===== config.mk =====
export PLATFORM = sky130hd
export DESIGN_NAME = dc_track_slicer
export DESIGN_NICKNAME = d
export VERILOG_FILES = /design/src/rtl/dcs_pkg.sv /design/src/rtl/dcs_gear.sv /design/src/rtl/dcs_tracker.sv /design/src/rtl/dcs_decide.sv /design/src/rtl/dc_track_slicer.sv
export SDC_FILE = /design/constraint.sdc
export NUM_CORES = 1
export LEC_CHECK = 0
export BUFFER_PORTS_ARGS = -buffer_cell sky130_fd_sc_hd__buf_2
export CORE_MARGIN = 1
export CORE_UTILIZATION = 45
export DETAILED_ROUTE_END_ITERATION = 8
export SETUP_SLACK_MARGIN = 0.2
export SYNTH_ARGS = -nofsm -noshare
export SYNTH_HDL_FRONTEND = slang
export SYNTH_SLANG_ARGS = --single-unit

===== constraint.sdc =====
create_clock -name clk -period 10.7 [get_ports clk]
set_clock_uncertainty 0.05 [all_clocks]
set_input_delay 1.07 -clock clk [delete_from_list [all_inputs] [get_ports clk]]
set_output_delay 1.07 -clock clk [all_outputs]
set_load 0.03 [all_outputs]

===== src/rtl/dcs_pkg.sv =====
// Shared types for the DC tracking slicer.
// Assumes nothing beyond what the modules that import it declare.
package dcs_pkg;
    // Tracking gear chosen for one sample
    typedef enum logic {
        GEAR_SLOW = 1'b0,
        GEAR_FAST = 1'b1
    } gear_e;
endpackage


===== src/rtl/dcs_gear.sv =====
// Gear control: holds the fast-window counter and reports the gear for
// the current sample. Assumes the strobes are single-cycle levels that
// are low during reset.
module dcs_gear
    import dcs_pkg::*;
#(
    parameter int CNT_W = 8
) (
    input  logic             clk,
    input  logic             rst_n,
    input  logic             in_valid,
    input  logic             fast_req,
    input  logic             snap,
    input  logic [CNT_W-1:0] fast_len,
    output gear_e            gear
);
    logic [CNT_W-1:0] win_cnt;
    logic             load_win;

    // Snap masks a fast request
    always_comb load_win = fast_req && !snap;

    // Window counter: load on a request, count down on each sample
    always_ff @(posedge clk) begin
        if (!rst_n)
            win_cnt <= '0;
        else if (load_win)
            win_cnt <= fast_len;
        else if (in_valid && (win_cnt != '0))
            win_cnt <= win_cnt - 1'b1;
    end

    // Gear follows the window state
    always_comb gear = (win_cnt != '0) ? GEAR_FAST : GEAR_SLOW;

    // a request without snap loads the programmed length
    assert_window_load_R4: assert property (@(posedge clk) disable iff (!rst_n)
        $past(fast_req && !snap) |-> win_cnt == $past(fast_len));

    // with snap high the counter only takes its normal step
    assert_snap_masks_req_R6: assert property (@(posedge clk) disable iff (!rst_n)
        $past(snap && in_valid && win_cnt != '0) |-> win_cnt == $past(win_cnt) - 1'b1);
endmodule


===== src/rtl/dcs_tracker.sv =====
// Recursive DC tracker: fixed-point accumulator with FRAC fraction bits,
// updated by a shift of K_SLOW or K_FAST, or loaded by a snap. Gives the
// estimate before this sample's update, rounded half-up. Assumes
// 1 <= K_FAST <= K_SLOW = FRAC, so a step never overshoots the input.
module dcs_tracker
    import dcs_pkg::*;
#(
    parameter int W      = 10,
    parameter int K_SLOW = 8,
    parameter int K_FAST = 3
) (
    input  logic         clk,
    input  logic         rst_n,
    input  logic         in_valid,
    input  logic         snap,
    input  logic [W-1:0] in_sample,
    input  gear_e        gear,
    output logic [W-1:0] dc_round
);
    localparam int FRAC = K_SLOW;
    localparam int AW   = W + FRAC;
    localparam logic [AW-1:0] ACC_RESET = AW'(1) << (AW - 1);
    localparam logic [AW-1:0] ACC_MAX   = {{W{1'b1}}, {FRAC{1'b0}}};

    logic [AW-1:0]        acc;
    logic signed [AW:0]   diff;
    logic signed [AW:0]   step;
    logic signed [AW:0]   sum;
    logic [AW-1:0]        x_aligned;

    // Sample aligned to the fraction bits
    always_comb x_aligned = {in_sample, {FRAC{1'b0}}};

    // Error, shifted step and updated value
    always_comb begin
        diff = $signed({1'b0, x_aligned}) - $signed({1'b0, acc});
        step = (gear == GEAR_FAST) ? (diff >>> K_FAST) : (diff >>> K_SLOW);
        sum  = $signed({1'b0, acc}) + step;
    end

    // Accumulator: snap load, recursive update, or hold
    always_ff @(posedge clk) begin
        if (!rst_n)
            acc <= ACC_RESET;
        else if (in_valid && snap)
            acc <= x_aligned;
        else if (in_valid)
            acc <= sum[AW-1:0];
    end

    // Half-up rounding: integer part plus the top fraction bit
    always_comb dc_round = acc[AW-1:FRAC] + W'(acc[FRAC-1]);

    // the update never leaves the range of unsigned codes
    assert_no_wrap_R3: assert property (@(posedge clk) disable iff (!rst_n)
        in_valid && !snap |-> !sum[AW]);

    // the estimate stays within the code range
    assert_acc_in_range_R3: assert property (@(posedge clk) disable iff (!rst_n)
        acc <= ACC_MAX);

    // a snap puts the sample into the estimate exactly
    assert_snap_load_R5: assert property (@(posedge clk) disable iff (!rst_n)
        $past(in_valid && snap) |-> dc_round == $past(in_sample));

    // no sample, no movement
    assert_hold_idle_R7: assert property (@(posedge clk) disable iff (!rst_n)
        $past(!in_valid) |-> $stable(acc));
endmodule


===== src/rtl/dcs_decide.sv =====
// Decision stage: compares the sample with the rounded estimate and
// registers the level, estimate and offset-removed sample. Assumes
// dc_round is the estimate from before this sample's update.
module dcs_decide #(
    parameter int W = 10
) (
    input  logic              clk,
    input  logic              rst_n,
    input  logic              in_valid,
    input  logic [W-1:0]      in_sample,
    input  logic [W-1:0]      dc_round,
    output logic              out_valid,
    output logic              out_bit,
    output logic [W-1:0]      out_dc,
    output logic signed [W:0] out_ac
);
    localparam logic [W-1:0] MID = W'(1) << (W - 1);

    // Output registers: update on a sample, hold otherwise
    always_ff @(posedge clk) begin
        if (!rst_n) begin
            out_valid <= 1'b0;
            out_bit   <= 1'b0;
            out_dc    <= MID;
            out_ac    <= '0;
        end else begin
            out_valid <= in_valid;
            if (in_valid) begin
                out_bit <= (in_sample > dc_round);
                out_dc  <= dc_round;
                out_ac  <= $signed({1'b0, in_sample}) - $signed({1'b0, dc_round});
            end
        end
    end

    // the level agrees with the sign of the offset-removed sample
    assert_bit_matches_sign_R2: assert property (@(posedge clk) disable iff (!rst_n)
        out_valid |-> (out_bit == (out_ac > 0)));

    // one cycle of latency
    assert_latency_R7: assert property (@(posedge clk) disable iff (!rst_n)
        out_valid == $past(in_valid));
endmodule


===== src/rtl/dc_track_slicer.sv =====
// Top of the DC tracking slicer: gear control, recursive tracker and
// decision stage. Assumes 1 <= K_FAST <= K_SLOW and strobes held low in
// reset.
module dc_track_slicer
    import dcs_pkg::*;
#(
    parameter int W      = 10,
    parameter int K_SLOW = 8,
    parameter int K_FAST = 3,
    parameter int CNT_W  = 8
) (
    input  logic              clk,
    input  logic              rst_n,
    input  logic              in_valid,
    input  logic [W-1:0]      in_sample,
    input  logic              fast_req,
    input  logic              snap,
    input  logic [CNT_W-1:0]  fast_len,
    output logic              out_valid,
    output logic              out_bit,
    output logic [W-1:0]      out_dc,
    output logic signed [W:0] out_ac
);
    gear_e        gear;
    logic [W-1:0] dc_round;

    dcs_gear #(.CNT_W(CNT_W)) u_gear (
        .clk      (clk),
        .rst_n    (rst_n),
        .in_valid (in_valid),
        .fast_req (fast_req),
        .snap     (snap),
        .fast_len (fast_len),
        .gear     (gear)
    );

    dcs_tracker #(.W(W), .K_SLOW(K_SLOW), .K_FAST(K_FAST)) u_tracker (
        .clk       (clk),
        .rst_n     (rst_n),
        .in_valid  (in_valid),
        .snap      (snap),
        .in_sample (in_sample),
        .gear      (gear),
        .dc_round  (dc_round)
    );

    dcs_decide #(.W(W)) u_decide (
        .clk       (clk),
        .rst_n     (rst_n),
        .in_valid  (in_valid),
        .in_sample (in_sample),
        .dc_round  (dc_round),
        .out_valid (out_valid),
        .out_bit   (out_bit),
        .out_dc    (out_dc),
        .out_ac    (out_ac)
    );

    // the first cycle after reset shows the reset state
    assert_reset_state_R1: assert property (@(posedge clk)
        $past(!rst_n) |-> (!out_valid && out_dc == (W'(1) << (W - 1))));
endmodule


==> results.json, run 1 <==
{
  "first_iter_violations": 120,
  "drt-total-wl_um": 9870,
  "start_util_pct": 47.10,
  "yosysMostFrequentCell": "nor2_1",
  "numPortBuffers": 45,
  "cts_tree": "built",
  "gr-usage-met3_pct": 2.711,
  "cts_resized": 0,
  "drt-wirelength-per-cell_um": 15.54,
  "gr-usage-all-layers_pct": 22.55,
  "maxSlewViolCount": 0,
  "hpwlAfterDp_um": 7453,
  "synth-seq-area-share_pct": 25.10,
  "cts.sinks": 49,
  "vias_per_cell": 5.627,
  "r2r-start": "u_tracker.acc[10]",
  "syn2layout_area_growth_pct": 9.795,
  "die-area_sq_um": 9063,
  "row_count": 33,
  "gp_congestion": 0.8652,
  "rsz0062_at_grt": "no",
  "layout-drive-gt1-share_pct": 12.64,
  "ys_top_cells_by_area": "dfxtp_1, ha_1, xnor2_1, nor2_1, o21ai_0",
  "final_util_pct": 51.71,
  "outcome": "finished clean",
  "cts_setup_buffers": 0,
  "netlist_instances": 494,
  "power.density_nw_per_um2": 241.3,
  "worstPathMaxFanout": 4,
  "tightest_slew_ps": 686.4,
  "cts_hold_buf": 0,
  "syn-cell-area_sq_um": 3909,
  "ys_types": 60,
  "peakVddDrop_v": 0.0001042,
  "p_sw_uw": 476.5,
  "synth-edff-count": 0,
  "hold_depth": 2,
  "crit_type": "in -> reg",
  "final.min_clock_period_ps": 4547,
  "hold_viol": 0,
  "swShare_pct": 46.02,
  "die_h_um": 95.20,
  "hold_end": "u_decide.out_ac[7]",
  "h-tree-depth": 2,
  "async_flop_share_pct": 0,
  "numCtsBuffers": 5,
  "p_leak_nw": 1.884,
  "fin_nets": 594,
  "max_freq_mhz": 219.9,
  "cts.path.max_buffers": 2,
  "antenna_cells": 0,
  "r2r_slack_ps": 6520,
  "num_io_pins": 46,
  "met2_usage_pct": 38.04,
  "crit_arrival_ps": 4740,
  "finalSetupViolations": 0,
  "yosysTopAreaCell": "dfxtp_1",
  "hold_class": "reg -> reg",
  "crit_path_start": "in_sample[1]",
  "grt_max_degree": 61,
  "grt-ovfl-total": 0,
  "clk_latency_ps": 310,
  "maxCapViolCount": 0,
  "fp.dieW_um": 95.20,
  "clockRootBuffer": "clkbuf_8",
  "worstRegToRegCells": 19,
  "reg2reg_to": "u_tracker.acc[17]",
  "grt_pass1_vias": 3191,
  "core_sq_um": 8299,
  "hold_ws_ps": 412.9,
  "vias": 3573,
  "power_frac_comb_pct": 64.6,
  "antenna_found_initial": 0,
  "fin_crit_sh_pct": 42.49,
  "drc": 0,
  "tns_ps": 0,
  "syn_area_per_cell_sq_um": 7.912,
  "clkPwrFrac_pct": 11.1,
  "drt-pass1-iter-count": 5,
  "grt_pass1_wl_um": 15890,
  "antenna_left": 0,
  "slew_headroom_pct": 54.17,
  "cts.clk_slew.worst_paths_ps": 100,
  "grt_util_met1_pct": 30.54,
  "synth_nets": 559,
  "p_seq_share_pct": 24.3,
  "crit_path_end_kind": "flip-flop",
  "holdCritStartpoint": "u_decide.out_ac[7]",
  "synth_top_cell_area_share_pct": 25.10,
  "critPathLaunchType": "primary input",
  "ys_warn_count": 0,
  "yosys_most_used_dff": "dfxtp_1",
  "synthTopCellsByCount": "nor2_1, dfxtp_1, ha_1",
  "p_int_uw": 558.9,
  "grt-busiest-layer": "met2",
  "cp.required_ps": 10900,
  "synth-seq-cells": 49
}
stage by stage:
stage	worst slack [ps]	instances	area, sq um	power, mW
floorplan	6315	494	3909	0.7891
finish	6153	635	4292	1.035
global placement	5935	627	4205	0.9108
CTS	6159	635	4292	1.039
detailed placement	5846	627	4205	0.9192
global route	5886	635	4292	1.131
cells in the final DEF, fill, tap and decap left out, types with 7 or more instances in the layout:
master     n
nand2_1   39
nand3_1   19
a21oi_1   29
buf_2     45
nor3_1    10
inv_1     26
mux2i_1    8
o21a_1     7
ha_1      40
xnor2_1   27
dfxtp_1   49
nor2_1    57
xor2_1    13
a21o_1    12
a211oi_1  16
a31oi_1    9
o21ai_0   31
layout make-up:
cell class / instances / area, sq um
clock buffer: 6 / 72.57
clock inverter: 2 / 13.76
fill: 855 / 4008
inverter: 29 / 108.9
multi-input combinational: 398 / 2751
sequential: 49 / 980.9
tap: 105 / 131.4
timing repair buffer: 46 / 232.7
worst max-delay path by stage:
stage | cells after the start | to | slack [ps]
after CTS | 19 | u_tracker.acc[17] | 6160
after global routing | 19 | u_tracker.acc[17] | 5890
final | 19 | u_tracker.acc[17] | 6150
after floorplan | 18 | u_tracker.acc[17] | 6320
after global placement | 19 | u_tracker.acc[17] | 5940
after detailed placement | 19 | u_tracker.acc[17] | 5850
sequential cells by signal (all words and copies together), names as in the netlist:
signal              cells
u_decide.out_dc        10
u_decide.out_valid      1
u_gear.win_cnt          8
u_decide.out_bit        1
u_decide.out_ac        11
u_tracker.acc          18
cell families after synthesis:
group | count (synthesis) | synth area share, %
XOR/XNOR | 41 | 9.379
AND/OR/NAND/NOR | 166 | 21.35
AO/OA/AOI/OAI | 141 | 23.78
flip-flops | 49 | 25.10
buffers and inverters | 47 | 4.513
multiplexers | 8 | 2.049
adder cells (fa/ha/maj) | 42 | 13.83
metal layers:
| layer | vias to the layer above | wire length (um) |
|---|---|---|
| li1 | 1848 | - |
| met1 | 1642 | 4741 |
| met2 | 74 | 4665 |
| met3 | 9 | 374 |
| met4 | 0 | 89 |
| met5 | - | 0 |
power by group through the flow:
stage / registers, mW / logic [mW] / clock network (mW)
floorplan: 0.270 / 0.519 / 0
global placement: 0.255 / 0.656 / 0
detailed placement: 0.256 / 0.663 / 0
CTS: 0.251 / 0.668 / 0.120
global route: 0.257 / 0.748 / 0.125
finish: 0.251 / 0.669 / 0.115
critical path, stage by stage:
cell and delay (ps):
buf_2 150, ha_1 360, a21o_1 200, a221oi_1 360
a21oi_2 120, o31a_1 310, nor2_1 110, xor2_1 220
nor2_1 60, a21o_1 170, ha_1 230, a21o_1 200
a21o_1 170, a21o_1 190, a31oi_1 160, o21ai_1 130
a31oi_1 230, xnor2_1 140, a2bb2oi_1 160
Note: power is estimated with default switching activity, not from simulation.
==> run 2: changes to the inputs <==
--- a/config.mk
+++ b/config.mk
@@ -5,10 +5,12 @@
 export SDC_FILE = /design/constraint.sdc
 export NUM_CORES = 1
 export LEC_CHECK = 0
+export ABC_AREA = 1
 export BUFFER_PORTS_ARGS = -buffer_cell sky130_fd_sc_hd__buf_2
 export CORE_MARGIN = 1
 export CORE_UTILIZATION = 45
 export DETAILED_ROUTE_END_ITERATION = 8
+export PLACE_DENSITY = 0.66
 export SETUP_SLACK_MARGIN = 0.2
 export SYNTH_ARGS = -nofsm -noshare
 export SYNTH_HDL_FRONTEND = slang
==> constraint.sdc (replaced) <==
create_clock -name clk -period 4 [get_ports clk]
set_clock_uncertainty 0.05 [all_clocks]
set_input_delay 0.4 -clock clk [delete_from_list [all_inputs] [get_ports clk]]
set_output_delay 0.4 -clock clk [all_outputs]
set_load 0.03 [all_outputs]
==> run 2 against run 1 <==
Compared with the run above: sequential share of layout area shrank 2.5 points; sequential power grew to 2.8 times the previous value; final area grew 13%; synthesized cell count grew 42%; register-to-register slack lost 6000 ps; hold slack lost 120 ps; global-route usage grew 3.3 points; setup slack lost 5600 ps; non-clock buffer count is the same; count of clock-buffer cells in the layout is the same; via count grew 31%; cell count grew 37%; highest routed layer unchanged.
==> results.json, run 2 <==
{
  "outcome": "finished clean",
  "synth-seq-area-share_pct": 22.37,
  "antenna_left": 0,
  "grt_max_degree": 23,
  "synth_top_cell_area_share_pct": 22.37,
  "worstPathMaxFanout": 7,
  "first_iter_violations": 268,
  "h-tree-depth": 2,
  "gr-usage-all-layers_pct": 25.83,
  "dpl.cell_count": 864,
  "cts.sinks": 49,
  "critPathSlowestCell": "ha_1",
  "drc": 0,
  "fill_cells": 995,
  "num_io_pins": 46,
  "synth-edff-count": 0,
  "ys_warn_count": 0,
  "async_flop_share_pct": 0,
  "crit_arrival_ps": 3660,
  "gp_congestion": 1.009,
  "tightest_slew_ps": 743.6,
  "clk_latency_ps": 310,
  "syn-cell-area_sq_um": 4385,
  "cts.clk_slew.worst_paths_ps": 90,
  "ys_types": 43,
  "critPathLaunchType": "flip-flop",
  "crit_path_end_kind": "flip-flop",
  "hpwlAfterDp_um": 10220,
  "dpl-instance-area_sq_um": 4730,
  "crit_chain": "inv_1 > ha_1 > a21oi_1 > o21ai_1 > inv_1 > nor2_1 > nor2_1 > nand3_1 > nand2_1 > nand2_1 > a21oi_1 > ha_1 > a21o_1 > o21bai_1 > a21oi_1 > nand2_1 > nand2_1 > nand3_1 > nand2_1 > nand2_1",
  "fp.dieW_um": 100.7,
  "synthTopCellsByCount": "nand2_1, inv_1, nor2_1",
  "holdCritStartpoint": "fast_len[0]",
  "dp_slack_ps": 364.9,
  "netlist_instances": 700,
  "tns_ps": 0,
  "ys_top_cells_by_area": "dfxtp_1, nand2_1, ha_1, inv_1, nor2_1",
  "antenna_found_initial": 0,
  "max_freq_mhz": 286.4,
  "cts_setup_buffers": 0,
  "worst_path_most_repeated_cell": "nand2_1",
  "rsz0062_at_grt": "no",
  "numCtsBuffers": 5,
  "cpPeakStageDelay_ps": 380,
  "synth-seq-cells": 49,
  "grt-ovfl-total": 0,
  "syn_area_per_cell_sq_um": 6.265,
  "ff_latch_area_sq_um": 982.2,
  "core_sq_um": 9328,
  "r2r-start": "u_tracker.acc[12]",
  "fin_crit_sh_pct": 87.29,
  "numPortBuffers": 45,
  "start_util_pct": 47.02,
  "layout-drive-gt1-share_pct": 11.84,
  "p_leak_nw": 2.447,
  "synth_nets": 765,
  "final_util_pct": 51.83,
  "stdcell_area_sq_um": 4835,
  "slew_headroom_pct": 50.31,
  "yosysTopAreaCell": "dfxtp_1",
  "multi_input_area_sq_um": 3009,
  "cts_tree": "built",
  "cts.path.max_buffers": 2,
  "largest_reg_flops": 18,
  "final_common_cell": "nand2_1",
  "fin_nets": 807,
  "final.min_clock_period_ps": 3491,
  "cp.required_ps": 4170,
  "hold_class": "in -> reg",
  "die_h_um": 100.7,
  "drt-pass1-iter-count": 5,
  "instances_no_fill": 872,
  "antenna_cells": 0,
  "final.setup.worst_slack_ps": 508.6,
  "total_power_mw": 3.652,
  "crit_type": "reg -> reg",
  "grt_pass1_wl_um": 20670,
  "cts_hold_buf": 0,
  "die-area_sq_um": 10140,
  "mostFrequentLayoutCells": "nand2_1, inv_1, nor2_1",
  "clockRootBuffer": "clkbuf_8",
  "syn2layout_area_growth_pct": 10.24,
  "power.density_nw_per_um2": 755.4,
  "grt_pass1_vias": 4365,
  "drt-total-wl_um": 12550,
  "yosys_most_used_dff": "dfxtp_1",
  "regMostFlops": "u_tracker.acc",
  "vias": 4690,
  "crit_path_start": "u_tracker.acc[12]",
  "drt-wirelength-per-cell_um": 14.40,
  "finalSetupViolations": 0,
  "yosysMostFrequentCell": "nand2_1",
  "hold_ws_ps": 294.2,
  "largestRegisters": "u_tracker.acc: 18 flops, u_decide.out_ac: 11 flops, u_decide.out_dc: 10 flops",
  "maxSlewViolCount": 0,
  "maxCapViolCount": 0,
  "hold_viol": 0,
  "row_count": 35,
  "vias_per_cell": 5.378,
  "peakVddDrop_v": 0.0004405
}
-- run 2: cell count changes after synthesis, moves of 8 or more --
cell and change:
nand2_1 +147, xnor2_1 -19, inv_2 +11, nor2_1 +16, a21oi_1 +16, clkbuf_1 -8
mux2i_1 -8, a211oi_1 -16, nand3_1 +21, o21ai_1 +23, inv_1 +53
-- run 2: worst paths after layout --
| check | slack (ps) | end | cells after the start |
|---|---|---|---|
| worst max register to register | 510 | u_tracker.acc[15] | 20 |
| worst min register to register | 410 | u_decide.out_dc[5] | 2 |
| worst max-delay path | 510 | u_tracker.acc[15] | 20 |
| worst min-delay path | 290 | u_gear.win_cnt[0] | 3 |
-- run 2: critical path: cells and delay by family, from the launching register on --
kind / cells / cell delay, ps
AOI/OAI and AO/OA: 6 / 1170
and+or+nand+nor: 10 / 830
adders and majority gates: 2 / 720
DFF: 1 / 360
buffers and inverters: 2 / 260
-- run 2: logic make-up (layout without fill, tap and decap cells) --
group	Yosys count	count (layout)	synth area share, %
AND/OR/NAND/NOR	341	341	33.67
AO/OA/AOI/OAI	140	140	17.86
buffers and inverters	105	148	9.187
flip-flops	49	49	22.37
adder cells (fa/ha/maj)	42	42	12.33
XOR/XNOR	23	23	4.594
-- run 2: area by class of cell --
class,count,area share (%)
Multi-Input combinational cell,546,62.24
Sequential cell,49,20.32
Inverter,94,7.298
Timing Repair Buffer,46,4.814
Tap cell,129,3.339
Clock buffer,6,1.708
Clock inverter,2,0.2847
-- run 2: power breakdown --
group / switching [mW] / internal, mW / leakage (nW)
sequential: 0.113 / 0.601 / 0.404
combinational: 1.70 / 0.919 / 1.99
clock: 0.179 / 0.141 / 0.0512
-- run 2: repair_timing --
action | CTS | global route
endpoints found under the setup margin | 0 | 8
hold endpoints to repair | 0 | 0
gates resized for setup | 0 | 3
-- run 2: layer usage --
metal / routed length (um) / global-route usage (%) / part of all wire, %
met1: 6027 / 33.35 / 48
met2: 5704 / 44.89 / 45
met3: 543 / 3.190 / 4.3
met4: 278 / 7.692 / 2.2
met5: 0 / 0 / 0
==> run 3: changes to the inputs <==
--- a/config.mk
+++ b/config.mk
@@ -7,7 +7,7 @@
 export LEC_CHECK = 0
 export ABC_AREA = 1
 export BUFFER_PORTS_ARGS = -buffer_cell sky130_fd_sc_hd__buf_2
-export CORE_MARGIN = 1
+export CORE_MARGIN = 5
 export CORE_UTILIZATION = 45
 export DETAILED_ROUTE_END_ITERATION = 8
 export PLACE_DENSITY = 0.66
==> run 3 against run 2 <==
Compared with the run above: largest cell class unchanged; combinational power hardly changed; cell count up 0.46%; via count decreased by 1.0%; sequential cell count unchanged; critical endpoint is now u_tracker.acc[11]; sequential share of layout area hardly changed.
==> results.json, run 3 (same netlist as run 2, synthesis figures left out) <==
{
  "outcome": "finished clean",
  "grt_max_degree": 23,
  "vias": 4643,
  "final.setup.worst_slack_ps": 515.3,
  "clk_latency_ps": 320,
  "numCtsBuffers": 5,
  "cts.path.max_buffers": 2,
  "worstPathMaxFanout": 4,
  "die-area_sq_um": 11820,
  "slew_headroom_pct": 46.32,
  "final_util_pct": 50.05,
  "power.density_nw_per_um2": 752.3,
  "drt-wirelength-per-cell_um": 14.48,
  "cpPeakStageDelay_ps": 440,
  "peakVddDrop_v": 0.0004691,
  "drt-pass1-iter-count": 5,
  "grt-ovfl-total": 0,
  "drt-total-wl_um": 12680,
  "hold_class": "in -> reg",
  "max_freq_mhz": 287.0,
  "critPathTopFamily": "simple AND/OR/NAND/NOR gates",
  "p_leak_nw": 2.430,
  "start_util_pct": 45.50,
  "crit_type": "reg -> reg",
  "final_common_cell": "nand2_1",
  "largest_reg_flops": 18,
  "finalSetupViolations": 0,
  "crit_arrival_ps": 3640,
  "maxSlewViolCount": 0,
  "layout-drive-gt1-share_pct": 11.57,
  "num_io_pins": 46,
  "fin_nets": 807,
  "grt_pass1_vias": 4315,
  "maxCapViolCount": 0,
  "multi_input_area_sq_um": 3004,
  "rsz0062_at_grt": "no",
  "largestRegisters": "u_tracker.acc: 18 flops, u_decide.out_ac: 11 flops, u_decide.out_dc: 10 flops",
  "syn2layout_area_growth_pct": 10.01,
  "fp.dieW_um": 108.7,
  "cts_hold_buf": 0,
  "cts.sinks": 49,
  "final.min_clock_period_ps": 3485,
  "tns_ps": 0,
  "antenna_left": 0,
  "ff_latch_area_sq_um": 980.9,
  "clockRootBuffer": "clkbuf_8",
  "antenna_cells": 0,
  "fill_cells": 1045,
  "worst_path_most_repeated_cell": "nand2_1",
  "crit_chain": "inv_1 > ha_1 > nand2_1 > clkinv_1 > nand2_1 > o21ai_4 > a21oi_1 > xnor2_1 > nand2_1 > o31ai_1 > ha_1 > a21oi_1 > nor2_1 > nor2_1 > nand2_1 > nand2_1 > nand2_1 > nand2_1 > nand3_1 > nand2_1 > o21ai_0",
  "cts_resized": 0,
  "numPortBuffers": 45,
  "critPathLaunchType": "flip-flop",
  "grt_pass1_wl_um": 20980,
  "hold_viol": 0,
  "crit_path_end_kind": "flip-flop",
  "fin_crit_sh_pct": 87.12,
  "dp_slack_ps": 436.0,
  "gr-usage-all-layers_pct": 22.30,
  "drc": 0,
  "regMostFlops": "u_tracker.acc",
  "cts_setup_buffers": 0,
  "h-tree-depth": 2,
  "row_count": 36,
  "mostFrequentLayoutCells": "nand2_1, inv_1, nor2_1",
  "cts_tree": "built",
  "tightest_slew_ps": 803.2,
  "cts.clk_slew.worst_paths_ps": 100,
  "vias_per_cell": 5.300,
  "first_iter_violations": 272,
  "critPathSlowestCell": "dfxtp_1",
  "gp_congestion": 1.021,
  "hpwlAfterDp_um": 10160,
  "total_power_mw": 3.630,
  "cp.required_ps": 4160,
  "antenna_found_initial": 0,
  "crit_buf_inv": 2,
  "core_sq_um": 9639,
  "die_h_um": 108.7
}
==> run 3: changes by cell type in the layout (fill, tap and decap cells not counted) <==
cell        before  now
clkbuf_1         0    1
clkbuf_8         6    5
clkinv_2         1    0
clkinv_4         1    0
clkinvlp_4       0    2
dfxtp_1         48   49
dfxtp_2          1    0
nand2_2          3    4
nand2_4          1    0
o21ai_0         38   37
o21ai_1         27   28
==> run 3: metrics by stage <==
stage	hold WS, ps	instance area (sq um)	cells
finish	283.2	4825	876
global route	283.6	4825	876
CTS	274.4	4822	876
detailed placement	396.6	4735	868
global placement	385.3	4735	868
floorplan	393.4	4385	700
==> run 3: worst paths after layout <==
path	end	slack (ps)	startpoint	cells after the start
worst max-delay path	u_tracker.acc[11]	520	u_tracker.acc[9]	21
worst min-delay path	u_gear.win_cnt[5]	280	fast_len[5]	3
worst max register to register	u_tracker.acc[11]	520	u_tracker.acc[9]	21
worst min register to register	u_decide.out_bit	410	u_decide.out_bit	2
==> run 3: layout make-up <==
cell class | instances | area share, %
clock buffer | 6 | 1.504
clock inverter | 2 | 0.3112
inverter | 94 | 7.313
multi-input combinational | 546 | 62.27
sequential | 49 | 20.33
tap | 133 | 3.449
timing repair buffer | 46 | 4.824
==> run 3: layer usage <==
layer / GRT usage [%] / vias up / wire length [um]
li1: - / 2383 / -
met3: 2.724 / 17 / 617
met1: 29.16 / 2125 / 5866
met4: 6.312 / 0 / 257
met2: 38.57 / 118 / 5940
met5: 0 / - / 0
==> run 3: where the power goes <==
part           switching [mW]  total (mW)  internal, mW  leakage (nW)
sequential              0.116       0.716         0.600         0.404
combinational            1.68        2.60         0.913          1.99
clock                   0.193       0.317         0.124        0.0374
total                    1.99        3.63          1.64          2.43
==> run 3: tightest hold or removal path, stage by stage <==
cell	delay [ps]
buf_2	90
nand2_1	50
a31oi_1	70
